### src/rtl/txf_pkg.sv
package txf_pkg;
  localparam int CHAR_W = 8;
  localparam int OS = 16;
  localparam int STOP_W = 6;
  localparam int IDX_W = $clog2(CHAR_W);

  typedef enum logic [2:0] {
    ST_IDLE, ST_START, ST_DATA, ST_PAR, ST_STOP
  } txf_state_e;

  // Stop length in ticks; lower codes are fractions of one bit, upper codes extend past one bit.
  function automatic logic [STOP_W-1:0] stop_ticks(input logic [3:0] code, input logic five_bit);
    logic [STOP_W-1:0] t;
    t = STOP_W'(code) + (code[3] ? STOP_W'(17) : STOP_W'(9));
    if (five_bit && !code[3]) t = t + STOP_W'(OS / 2);
    return t;
  endfunction

  function automatic logic [IDX_W-1:0] last_index(input logic [1:0] len);
    return IDX_W'(4) + IDX_W'(len);
  endfunction

  function automatic logic parity_bit(input logic [CHAR_W-1:0] d, input logic [1:0] len,
                                      input logic [1:0] mode, input logic odd);
    logic [CHAR_W-1:0] mask;
    mask = {CHAR_W{1'b1}} >> (2'd3 - len);
    if (mode[0]) return odd;
    return (^(d & mask)) ^ odd;
  endfunction
endpackage

### src/rtl/txf_hold.sv
module txf_hold
  import txf_pkg::*;
(
  input  logic              clk,
  input  logic              rst_n,
  input  logic              cmd_enable,
  input  logic              cmd_disable,
  input  logic              wr_valid,
  input  logic [CHAR_W-1:0] wr_data,
  input  logic              take,
  output logic              en,
  output logic              hold_full,
  output logic [CHAR_W-1:0] hold_data,
  output logic              wr_accept
);
  assign wr_accept = wr_valid && en && !hold_full;

  always_ff @(posedge clk) begin
    if (!rst_n) begin
      en <= 1'b0;
      hold_full <= 1'b0;
      hold_data <= '0;
    end else begin
      if (cmd_disable) en <= 1'b0;
      else if (cmd_enable) en <= 1'b1;
      if (take) hold_full <= 1'b0;
      else if (wr_accept) begin
        hold_full <= 1'b1;
        hold_data <= wr_data;
      end
    end
  end
endmodule

### src/rtl/txf_frame.sv
module txf_frame
  import txf_pkg::*;
(
  input  logic              clk,
  input  logic              rst_n,
  input  logic              tick,
  input  logic              start_ok,
  input  logic [CHAR_W-1:0] hold_data,
  input  logic [1:0]        cfg_char_len,
  input  logic [1:0]        cfg_par_mode,
  input  logic              cfg_par_odd,
  input  logic [3:0]        cfg_stop_code,
  output logic              txd,
  output logic              busy,
  output logic              launch,
  output logic              frame_done
);
  txf_state_e        state;
  logic [STOP_W-1:0] tcnt;
  logic [STOP_W-1:0] stop_len;
  logic [IDX_W-1:0]  bit_idx;
  logic [IDX_W-1:0]  last_idx;
  logic [CHAR_W-1:0] shreg;
  logic              par_en;
  logic              par_val;
  logic              phase_end;

  assign phase_end  = (tcnt == STOP_W'(OS - 1));
  assign frame_done = tick && (state == ST_STOP) && (tcnt == stop_len - STOP_W'(1));
  assign launch     = tick && start_ok && ((state == ST_IDLE) || frame_done);
  assign busy       = (state != ST_IDLE);

  always_ff @(posedge clk) begin
    if (!rst_n) begin
      state    <= ST_IDLE;
      tcnt     <= '0;
      stop_len <= STOP_W'(16);
      bit_idx  <= '0;
      last_idx <= '0;
      shreg    <= '0;
      par_en   <= 1'b0;
      par_val  <= 1'b0;
    end else if (launch) begin
      state    <= ST_START;
      tcnt     <= '0;
      bit_idx  <= '0;
      shreg    <= hold_data;
      last_idx <= last_index(cfg_char_len);
      par_en   <= (cfg_par_mode != 2'b10);
      par_val  <= parity_bit(hold_data, cfg_char_len, cfg_par_mode, cfg_par_odd);
      stop_len <= stop_ticks(cfg_stop_code, cfg_char_len == 2'b00);
    end else if (tick) begin
      case (state)
        ST_IDLE: tcnt <= '0;
        ST_START: begin
          if (phase_end) begin
            state <= ST_DATA;
            tcnt  <= '0;
          end else tcnt <= tcnt + STOP_W'(1);
        end
        ST_DATA: begin
          if (phase_end) begin
            tcnt <= '0;
            if (bit_idx == last_idx) state <= par_en ? ST_PAR : ST_STOP;
            else begin
              bit_idx <= bit_idx + IDX_W'(1);
              shreg   <= shreg >> 1;
            end
          end else tcnt <= tcnt + STOP_W'(1);
        end
        ST_PAR: begin
          if (phase_end) begin
            state <= ST_STOP;
            tcnt  <= '0;
          end else tcnt <= tcnt + STOP_W'(1);
        end
        ST_STOP: begin
          if (frame_done) begin
            state <= ST_IDLE;
            tcnt  <= '0;
          end else tcnt <= tcnt + STOP_W'(1);
        end
        default: state <= ST_IDLE;
      endcase
    end
  end

  always_comb begin
    case (state)
      ST_START: txd = 1'b0;
      ST_DATA:  txd = shreg[0];
      ST_PAR:   txd = par_val;
      default:  txd = 1'b1;
    endcase
  end
endmodule

### src/rtl/txf_rts.sv
module txf_rts (
  input  logic clk,
  input  logic rst_n,
  input  logic cmd_rts_on,
  input  logic cmd_rts_off,
  input  logic auto_en,
  input  logic frame_done,
  input  logic hold_full,
  output logic rts,
  output logic rts_release
);
  assign rts_release = auto_en && frame_done && !hold_full;

  always_ff @(posedge clk) begin
    if (!rst_n) rts <= 1'b0;
    else if (cmd_rts_on) rts <= 1'b1;
    else if (cmd_rts_off || rts_release) rts <= 1'b0;
  end
endmodule

### src/rtl/uart_tx_frac.sv
module uart_tx_frac
  import txf_pkg::*;
(
  input  logic        clk,
  input  logic        rst_n,
  input  logic        tick16,
  input  logic [1:0]  cfg_char_len,
  input  logic [1:0]  cfg_par_mode,
  input  logic        cfg_par_odd,
  input  logic [3:0]  cfg_stop_code,
  input  logic        cfg_cts_gate,
  input  logic        cfg_auto_rts,
  input  logic        cmd_enable,
  input  logic        cmd_disable,
  input  logic        cmd_rts_on,
  input  logic        cmd_rts_off,
  input  logic        wr_valid,
  input  logic [7:0]  wr_data,
  input  logic        cts,
  output logic        txd,
  output logic        tx_rdy,
  output logic        tx_emt,
  output logic        rts
);
  logic              en;
  logic              hold_full;
  logic [CHAR_W-1:0] hold_data;
  logic              wr_accept;
  logic              busy;
  logic              launch;
  logic              frame_done;
  logic              start_ok;
  logic              rts_release;

  assign start_ok = en && hold_full && (!cfg_cts_gate || cts);
  assign tx_rdy   = en && !hold_full;
  assign tx_emt   = !hold_full && !busy;

  txf_hold u_hold (
    .clk(clk), .rst_n(rst_n), .cmd_enable(cmd_enable), .cmd_disable(cmd_disable),
    .wr_valid(wr_valid), .wr_data(wr_data), .take(launch), .en(en),
    .hold_full(hold_full), .hold_data(hold_data), .wr_accept(wr_accept)
  );

  txf_frame u_frame (
    .clk(clk), .rst_n(rst_n), .tick(tick16), .start_ok(start_ok), .hold_data(hold_data),
    .cfg_char_len(cfg_char_len), .cfg_par_mode(cfg_par_mode), .cfg_par_odd(cfg_par_odd),
    .cfg_stop_code(cfg_stop_code), .txd(txd), .busy(busy), .launch(launch),
    .frame_done(frame_done)
  );

  txf_rts u_rts (
    .clk(clk), .rst_n(rst_n), .cmd_rts_on(cmd_rts_on), .cmd_rts_off(cmd_rts_off),
    .auto_en(cfg_auto_rts), .frame_done(frame_done), .hold_full(hold_full), .rts(rts),
    .rts_release(rts_release)
  );
endmodule

### config.mk
export PLATFORM = sky130hd
export DESIGN_NAME = uart_tx_frac
export DESIGN_NICKNAME = d
export VERILOG_FILES = /design/src/rtl/txf_pkg.sv /design/src/rtl/txf_hold.sv /design/src/rtl/txf_frame.sv /design/src/rtl/txf_rts.sv /design/src/rtl/uart_tx_frac.sv
export SDC_FILE = /design/constraint.sdc
export NUM_CORES = 1
export LEC_CHECK = 0
export BUFFER_PORTS_ARGS = -buffer_cell sky130_fd_sc_hd__buf_2
export CAP_MARGIN = 20
export CORE_MARGIN = 3
export CORE_UTILIZATION = 52
export CTS_CLUSTER_SIZE = 30
export DETAILED_ROUTE_END_ITERATION = 8
export PLACE_DENSITY = 0.76
export SLEW_MARGIN = 30
export SYNTH_ARGS = -nofsm -noshare
export SYNTH_HDL_FRONTEND = slang
export SYNTH_SLANG_ARGS = --single-unit
### constraint.sdc
create_clock -name clk -period 1.8 [get_ports clk]
set_input_delay 0.09 -clock clk [delete_from_list [all_inputs] [get_ports clk]]
set_output_delay 0.09 -clock clk [all_outputs]
set_load 0.03 [all_outputs]
* Yosys cells after proc, flatten, opt, wreduce, memory -nomap -nowiden *
Index checks and enable logic that the tools add are counted.

word-level totals
  input bits = 28
  flip-flop bits (word level) = 42

operators by class
  reduce and logical (&&, ||, !) cells = 38
  mux-type cells = 27
  shift-type cells = 1
  add/subtract/negate cells = 7
  bitwise operators = 6
  equal/unequal tests = 20

operators by type and width
  kind                 number
  $mux 8               5
  $mux 3               6
  $mux 6               3
  $pmux 6 s3           1
  $ne 3x2->1 const B   5
  $pmux 3 s5           1
  $reduce_and 7->1     2
  $logic_and 1x1->1    13
  $ne 2x1->1 const B   5
  $mux 1               9
  $and 8x8->8          1
  $reduce_and 4->1     2
  $reduce_bool 2->1    4
  $reduce_xor 8->1     1
  $shr 8x2->8 const A  1
  $add 4x6->6          1
  $add 6x1->6 const B  1
  $add 6x4->6 const B  1
  $eq 3x2->1 const B   2
  $eq 6x4->1 const B   1
  $eq 6x6->1           1
  $ne 2x2->1 const B   3
  $reduce_bool 3->1    2
  $sub 6x1->6 const B  1
  17 further kinds     27

* Logic depth before layout (Yosys ltp) *
Gate-level depths: netlist (run 1).

  depth in word-level cells = 8
  depth in mapped cells = 9
  mapped depth without buffers = 8

* Modules after synthesis *
From an unflattened synthesis (run 1), not the netlist that was laid out.

second synthesis, totals
  cell total of the unflattened synthesis = 283
  area total of the unflattened synthesis = 2,397.3 sq um

modules (own cells, without submodules)
  module        area each (sq um)  times used  cells an instance  sequential area each (sq um)
  txf_frame     1,914.3            1           229                620.6
  txf_hold      407.9              1           44                 200.2
  txf_rts       48.8               1           5                  20.0
  uart_tx_frac  26.3               1           5                  0.0

* Worst setup path after synthesis (run 1) *
OpenSTA, ideal clock, no wires.

  kind = register -> register
  start point = register u_frame.stop_len[0]
  end point = register u_frame.tcnt[3]
  library setup time = 0.136 ns
  arrival = 1.906 ns
  cell stages (with the launch flop) = 10
  path slack = -0.241 ns
  cells stage by stage = dfxtp_1 inv_1 ha_1 o21ba_2 a221o_1 a31oi_2 nand2_2 buf_6 nand2_2 o22ai_1

between the ends
  longest elaborated chain between the ends = 6

ends and longest elaborated chain
  what                                            line             RTL
  start, declared                                 txf_frame.sv:20  logic [STOP_W-1:0] stop_len;
  start signal, assigned                          txf_frame.sv:51  stop_len <= stop_ticks(cfg_stop_code, cfg_char_len == 2'b00);
  $sub 6x1->6 (*)                                 txf_frame.sv:29  assign frame_done = tick && (state == ST_STOP) && (tcnt == stop_len - STOP_W'(1));
  $eq 6x6->1 (*)                                  txf_frame.sv:29
  $logic_and 1x1->1 (*)                           txf_frame.sv:29
  branches (longest 3 deep; another with $mux 6)  -
  end signal, assigned                            txf_frame.sv:59  end else tcnt <= tcnt + STOP_W'(1);
  end signal, assigned                            txf_frame.sv:69  end else tcnt <= tcnt + STOP_W'(1);
  end signal, assigned                            txf_frame.sv:75  end else tcnt <= tcnt + STOP_W'(1);
  end, declared                                   txf_frame.sv:19  logic [STOP_W-1:0] tcnt;

Every way passes the cells marked *.
A chain may end at the register's enable or synchronous reset.

* Final worst setup path (run 1) *
  start point = register u_frame.stop_len[0]
  end point = register u_frame.par_en

between the ends
  longest elaborated chain between the ends = 5

ends and longest elaborated chain
  what                  line             RTL
  $sub 6x1->6           txf_frame.sv:29
  $eq 6x6->1            txf_frame.sv:29
  $logic_and 1x1->1     txf_frame.sv:29
  $logic_or 1x1->1      txf_frame.sv:30  assign launch = tick && start_ok && ((state == ST_IDLE) || frame_done);
  $logic_and 1x1->1     txf_frame.sv:30
  end signal, assigned  txf_frame.sv:49  par_en <= (cfg_par_mode != 2'b10);
  end, declared         txf_frame.sv:24  logic par_en;

No other way between the ends.

==> key figures, run 1 <==
Status
  • Status: complete, but fails checks
  • Failing checks: negative setup slack

Setup path
  • Critical-path cell list: inv_2, ha_4, xor2_1, nand4_1, o41ai_4, nand2_2, buf_12, nor3b_2, nor3b_2
  • Instance count on the critical path: 9
  • Critical Path RT: 1.99 ns
  • CP Class: reg2reg
  • Crit-path slowest cell: o41ai_4
  • CP bufs+invs: 2
  • Critical path peak fanout: 25
  • CP most frequent cell: nor3b_2
  • Worst Setup End Kind: flip-flop
  • Start point of the critical path: u_frame.stop_len[0]
  • WP data arrival: 2.25 ns
  • Startpoint types: flip-flop
  • CP delay by family, top: simple AND/OR/NAND/NOR gates
  • Flop-to-flop setup slack: -0.26 ns
  • Worst R2R Start: u_frame.stop_len[0]
  • Setup crit end: u_frame.par_en
  • FF-to-FF End: u_frame.par_en
  • Crit path largest cell delay: 0.39 ns
  • Worst R2R Path Depth: 9

Finish
  • Area Overhead vs Synth: 24.5%
  • Share of layout cells above drive strength 1: 27.7%
  • N_diodes: 0
  • Design area: 2980 µm²
  • Most frequent cells in the layout: nand2_1 (40), dfxtp_1 (40), buf_2 (31)
  • Layout Nets: 372
  • Fill cell count: 367

Yosys
  • Cells after Synth: 283
  • Yosys reg bits: 42
  • Ys flop type: dfxtp_1
  • Top post-synthesis cells by area: dfxtp_1 (35%), nand2_1 (6.3%), mux2i_1 (4.2%)
  • Synth area leader: dfxtp_1
  • Area of the mapped netlist: 2390 µm²
  • Synth top area share: 35.1%
  • Post-synthesis sequential area ratio: 35.1%
  • Synthesis Warnings: 0
  • Yosys cell types: 53
  • Synth async-reset ratio: 0%
  • EDFF count, synth: 0
  • Total nets after synthesis: 317
  • Syn Area/Cell: 8.46 µm²

Power
  • VDD IR max: 0.000503 V
  • Pwr Density: 626 nW/µm²
  • Leakage: 0.00128 µW

Global routing
  • Global route overflow: 0
  • Gr usage total: 22.4%
  • Global-route wire length before repair: 9.60 mm
  • Initial antenna violation count: 0
  • Vias in the first global route: 2136
  • Largest net degree at the start of global routing: 37

Route
  • Routed len/inst: 14.5 µm
  • Via count: 2219
  • DRC Markers: 0
  • Detailed Route WL: 5.67 mm
  • Initial drt markers: 170
  • Drt via density: 5.68
  • Post-route ant nets: 0
  • Drt pass-1 iters: 4

STA
  • Slew margin rel.: 60.8%
  • Clock Skew: 0.00424 ns
  • Max frequency: 485 MHz
  • Tmin final: 2.06 ns
  • Final Hold Viols: 0
  • Worst-margin pin slew: 0.588 ns
  • Period utilization: 115%
  • Final setup vio count: 33
  • RSZ-0062 raised after global routing: yes
  • Final worst setup slack: -0.261 ns
  • Final slew viol count: 0

CTS
  • CTS tree: yes
  • CTS Buffer Depth: 2
  • Root Buffer Master: clkbuf_8
  • Clk_lat worst skew: 0.29 ns
  • H-tree depth: 2
  • Clock Pin Slew Worst Setup and Hold Paths: 0.08 ns
  • Clock Sinks: 42
  • Total CTS buffers: 5

Die
  • DIE AREA: 5460 µm²
  • # rows: 24
  • Core Footprint: 4410 µm²
  • Die Wd: 73.9 µm
  • # IOs: 32
  • Chip height: 73.9 µm
  • Starting Density: 54.3%

Placed design
  • # port buffers: 31
  • Post-DP Area: 2800 µm²
  • Pre-CTS WS: -0.317 ns
  • Post-DP HPWL: 4.06 mm
  • GP Congestion: 0.917

Min path
  • Worst hold path class: in2reg

Flow run
  • Max-cap check violation count: 0
where the power goes:
group,switching (µW),internal [µW],leakage [µW],total (µW)
Sequential,8.26,938,0.000340,946
Combinational,87.8,73.3,0.000881,161
Clock,342,416,0.0000585,758
kinds of logic after synthesis:
| kind of cell | after synthesis | synth area share, % |
|---|---|---|
| fa+ha+maj | 6 | 3.13 |
| xor+xnor | 19 | 6.95 |
| buf+inv | 25 | 4.75 |
| compound gates | 69 | 21.6 |
| mux | 12 | 5.12 |
| simple gates | 110 | 23.3 |
| flops | 42 | 35.1 |
timing repair:
item / CTS / global route
setup buffers: 1 / 1
resized for setup: 5 / 3
endpoints found under the hold margin: 1 / 0
pin swaps: 5 / 0
hold buffers: 1 / 0
setup endpoints to repair: 33 / 33
how the worst min path moves through the flow:
stage / from / end / slack, ns / cells past startpoint
after floorplan: cmd_disable / u_hold.en / 0.17 / 1
after global placement: cmd_disable / u_hold.en / 0.25 / 2
after detailed placement: cmd_disable / u_hold.en / 0.26 / 2
after CTS: cmd_rts_on / u_rts.rts / 0.02 / 2
after global routing: cmd_rts_on / u_rts.rts / 0.04 / 2
final: cmd_rts_on / u_rts.rts / 0.02 / 2
flip-flops by register name (all words and copies together), names as in the netlist, 3 cells and up:
name,cells
u_frame.state,3
u_frame.last_idx,3
u_frame.shreg,8
u_frame.stop_len,6
u_frame.tcnt,6
u_hold.hold_data,8
u_frame.bit_idx,3
routing by layer:
layer	wire, µm	track usage, %	vias up
li1	-	-	1119
met1	2490	30.4	1001
met2	2660	34.7	82
met3	381	4.51	17
met4	134	8.25	0
met5	0	0	-
Yosys cell counts (3+ instances only):
library cell   n
a211oi_1       4
a21boi_0      12
a21boi_1       3
a21oi_1       11
a31oi_1        3
and2_1         4
and3_1         3
buf_2          3
clkbuf_1       8
dfxtp_1       42
ha_1           6
inv_1         10
mux2i_1       10
nand2_1       40
nand2b_1       4
nand3_1       15
nand4_1        4
nand4b_1       3
nor2_1        14
nor2b_1        5
nor3_1         5
nor3b_1        4
o211a_1        7
o211ai_1       4
o21a_1         3
o21ai_0        7
o22ai_1        3
xnor2_1        9
xor2_1        10
final cells by class:
cell class,count,area [µm²],area share [%]
Clock buffer,5,68.8,2.31
Clock inverter,3,43.8,1.47
Inverter,10,37.5,1.26
Multi-Input combinational cell,216,1510,50.7
Sequential cell,42,843,28.3
Tap cell,52,65.1,2.18
Timing Repair Buffer,63,410,13.8
stage by stage:
stage | setup TNS (ns) | hold slack, ns | instances | util, % | power (µW)
global placement | -4.87 | 0.250 | 380 | 63.4 | 1120
floorplan | -3.19 | 0.166 | 283 | - | 1060
detailed placement | -7.68 | 0.256 | 380 | 63.4 | 1120
finish | -6.73 | 0.0153 | 391 | 67.5 | 1860
global route | -9.96 | 0.0445 | 391 | 67.5 | 1930
CTS | -6.46 | 0.0191 | 390 | 67.1 | 1870
(Power assumes the default switching activity.)
==> inputs of run 2 (changes only) <==
- MAX_ROUTING_LAYER: unset -> met4
- SYNTH_HIERARCHICAL: unset -> 1
==> run 2 against run 1 <==
The flow still finishes with violations (negative setup slack). Synthesized cell count fell by 0.71%. Non-clock buffer count increased by 8. Sequential power about the same. Hold slack better by 0.012 ns. Via count grew 4.4%. Highest routed layer unchanged.
==> key figures, run 2 <==
STA
  • Final worst setup slack: -0.558 ns
  • Max frequency: 424 MHz
  • RSZ-0062 raised after global routing: yes
  • Worst-margin pin slew: 0.469 ns
  • Slew margin rel.: 68.5%
  • Final setup vio count: 41
  • Hold_ws: 0.0273 ns
  • Final Hold Viols: 0
  • Period utilization: 131%
  • Clock Skew: 0.00817 ns
  • Final slew viol count: 0
  • Tmin final: 2.36 ns

Finish
  • Fill cell count: 329
  • Largest regs: u_frame/shreg (8), u_hold/hold_data (8)
  • Leading cell type in the layout, fill and taps excluded: dfxtp_1
  • Most frequent cells in the layout: dfxtp_1 (41), nand2_1 (40), buf_2 (33)
  • Layout Nets: 378
  • Share of layout cells above drive strength 1: 30.7%
  • N_diodes: 0
  • Area Overhead vs Synth: 29.2%
  • Design area: 3090 µm²

Die
  • Die Wd: 73.8 µm
  • Core Footprint: 4380 µm²
  • DIE AREA: 5440 µm²
  • Chip height: 73.8 µm
  • Starting Density: 54.5%
  • # rows: 24
  • # IOs: 32

Power
  • Clock Power Share: 40.3%
  • Net Sw Frac: 23.8%
  • Part of the power in combinational logic: 9.2%
  • Internal Power: 1430 µW
  • Switch Pwr: 447 µW
  • Reg power frac: 50.5%
  • VDD IR max: 0.000414 V
  • Pwr Density: 608 nW/µm²
  • Leakage: 0.00128 µW

Setup path
  • Worst R2R Start: u_frame/stop_len[0]
  • Critical Path RT: 2.01 ns
  • WP data arrival: 2.56 ns
  • Flop-to-flop setup slack: -0.56 ns
  • Startpoint types: flip-flop
  • Critical-path cell list: or4_4, or3_4, a211oi_4, o2111ai_4, buf_6, nor2b_1, a311oi_1
  • Critical path peak fanout: 7
  • Crit-path slowest cell: or4_4
  • FF-to-FF End: u_frame/stop_len[5]
  • Worst R2R Path Depth: 7
  • Worst Setup End Kind: flip-flop
  • CP delay by family, top: simple AND/OR/NAND/NOR gates
  • Crit path largest cell delay: 0.55 ns
  • CP bufs+invs: 1
  • CP Class: reg2reg

CTS
  • Clk_lat worst skew: 0.30 ns
  • H-tree depth: 2
  • CTS tree: yes
  • Total CTS buffers: 5
  • Root Buffer Master: clkbuf_8
  • Clock Sinks: 42
  • Clock Pin Slew Worst Setup and Hold Paths: 0.08 ns
  • CTS Buffer Depth: 2

Route
  • Highest routed metal layer: met4
  • DRC Markers: 0
  • Drt pass-1 iters: 4
  • Post-route ant nets: 0
  • Wire length on met1: 2.73 mm
  • Met3 wire length: 380 µm
  • Via count: 2317
  • Drt via density: 5.84
  • Initial drt markers: 157
  • Metal2 WL: 2.74 mm
  • Detailed Route WL: 5.86 mm
  • Routed len/inst: 14.8 µm

Min path
  • Worst hold path class: in2reg
  • Worst Hold Endpoint: u_hold/hold_data[3]
  • WHS Path Cells: 3
  • HP Start: wr_data[3]

Placed design
  • Post-DP HPWL: 3.93 mm
  • Post-DP Area: 2790 µm²
  • # port buffers: 31
  • GP Congestion: 0.819

Flow run
  • Max-cap check violation count: 0

Yosys
  • Area of the mapped netlist: 2390 µm²
  • Syn Area/Cell: 8.50 µm²
  • Synthesis Warnings: 6
  • Cells after Synth: 281
  • Total nets after synthesis: 315

Status
  • Status: complete, but fails checks
  • Failing checks: negative setup slack

Global routing
  • Vias in the first global route: 2149
  • Global-route wire length before repair: 9.85 mm
  • Initial antenna violation count: 0
  • Largest net degree at the start of global routing: 40
  • Global route overflow: 0
  • Gr usage total: 23.5%
-- run 2: layer usage --
layer,vias up,global-route usage (%)
li1,1142,-
met1,1090,32.8
met2,83,34.5
met3,2,4.38
met4,0,6.64
met5,-,-
-- run 2: per-stage QoR --
| stage | TNS, ns | instances | total power [µW] | setup slack (ns) | util, % |
|---|---|---|---|---|---|
| finish | -20.49 | 397 | 1880 | -0.558 | 70.4 |
| CTS | -20.40 | 396 | 1880 | -0.587 | 69.3 |
| global route | -23.46 | 397 | 1940 | -0.673 | 70.4 |
| global placement | -19.44 | 382 | 1120 | -0.597 | 63.6 |
| floorplan | -14.42 | 281 | 1060 | -0.628 | - |
| detailed placement | -21.14 | 382 | 1130 | -0.647 | 63.6 |
-- run 2: repair_timing --
| item | CTS | global route |
|---|---|---|
| buffers inserted | 2 | 1 |
| hold endpoints to repair | 2 | 0 |
| pin swaps | 13 | 4 |
| setup endpoints to repair | 41 | 41 |
| resized for setup | 26 | 6 |
| gates cloned | 2 | 0 |
| hold buffers | 2 | 0 |
-- run 2: area by class of cell --
| cell class | count | area [µm²] | area share, % |
|---|---|---|---|
| multi-input combinational | 214 | 1540 | 50.0 |
| sequential | 42 | 842 | 27.3 |
| timing repair buffer | 71 | 487 | 15.8 |
| clock buffer | 6 | 72.6 | 2.35 |
| tap | 52 | 65.1 | 2.11 |
| inverter | 10 | 40.0 | 1.30 |
| clock inverter | 2 | 37.5 | 1.22 |
-- run 2: worst reg2reg max path: stages, from the launching register on --
cell       delay, ns
dfxtp_2         0.34
or4_4           0.55
or3_4           0.35
a211oi_4        0.28
o2111ai_4       0.24
buf_6           0.21
nor2b_1         0.12
a311oi_1        0.19
-- run 2: how the worst max path moves through the flow --
| stage | startpoint | to | slack, ns | cells after the start |
|---|---|---|---|---|
| after CTS | u_frame/stop_len[0] | u_hold/hold_data[0] | -0.59 | 7 |
| after global placement | u_frame/stop_len[0] | u_hold/hold_data[3] | -0.60 | 7 |
| after global routing | u_frame/stop_len[0] | u_frame/par_val | -0.67 | 7 |
| final | u_frame/stop_len[0] | u_frame/stop_len[5] | -0.56 | 7 |
| after detailed placement | u_frame/stop_len[0] | u_hold/hold_data[0] | -0.65 | 7 |
| after floorplan | u_frame/stop_len[0] | u_hold/hold_data[0] | -0.63 | 9 |
-- run 2: power by group through the flow --
stage	Clock (µW)	Sequential, µW	Combinational, µW
6_report	755	948	173
5_1_grt	802	950	192
4_1_cts	766	947	169
3_5_place_dp	0	969	158
3_3_place_gp	0	969	156
2_1_floorplan	0	970	94.5
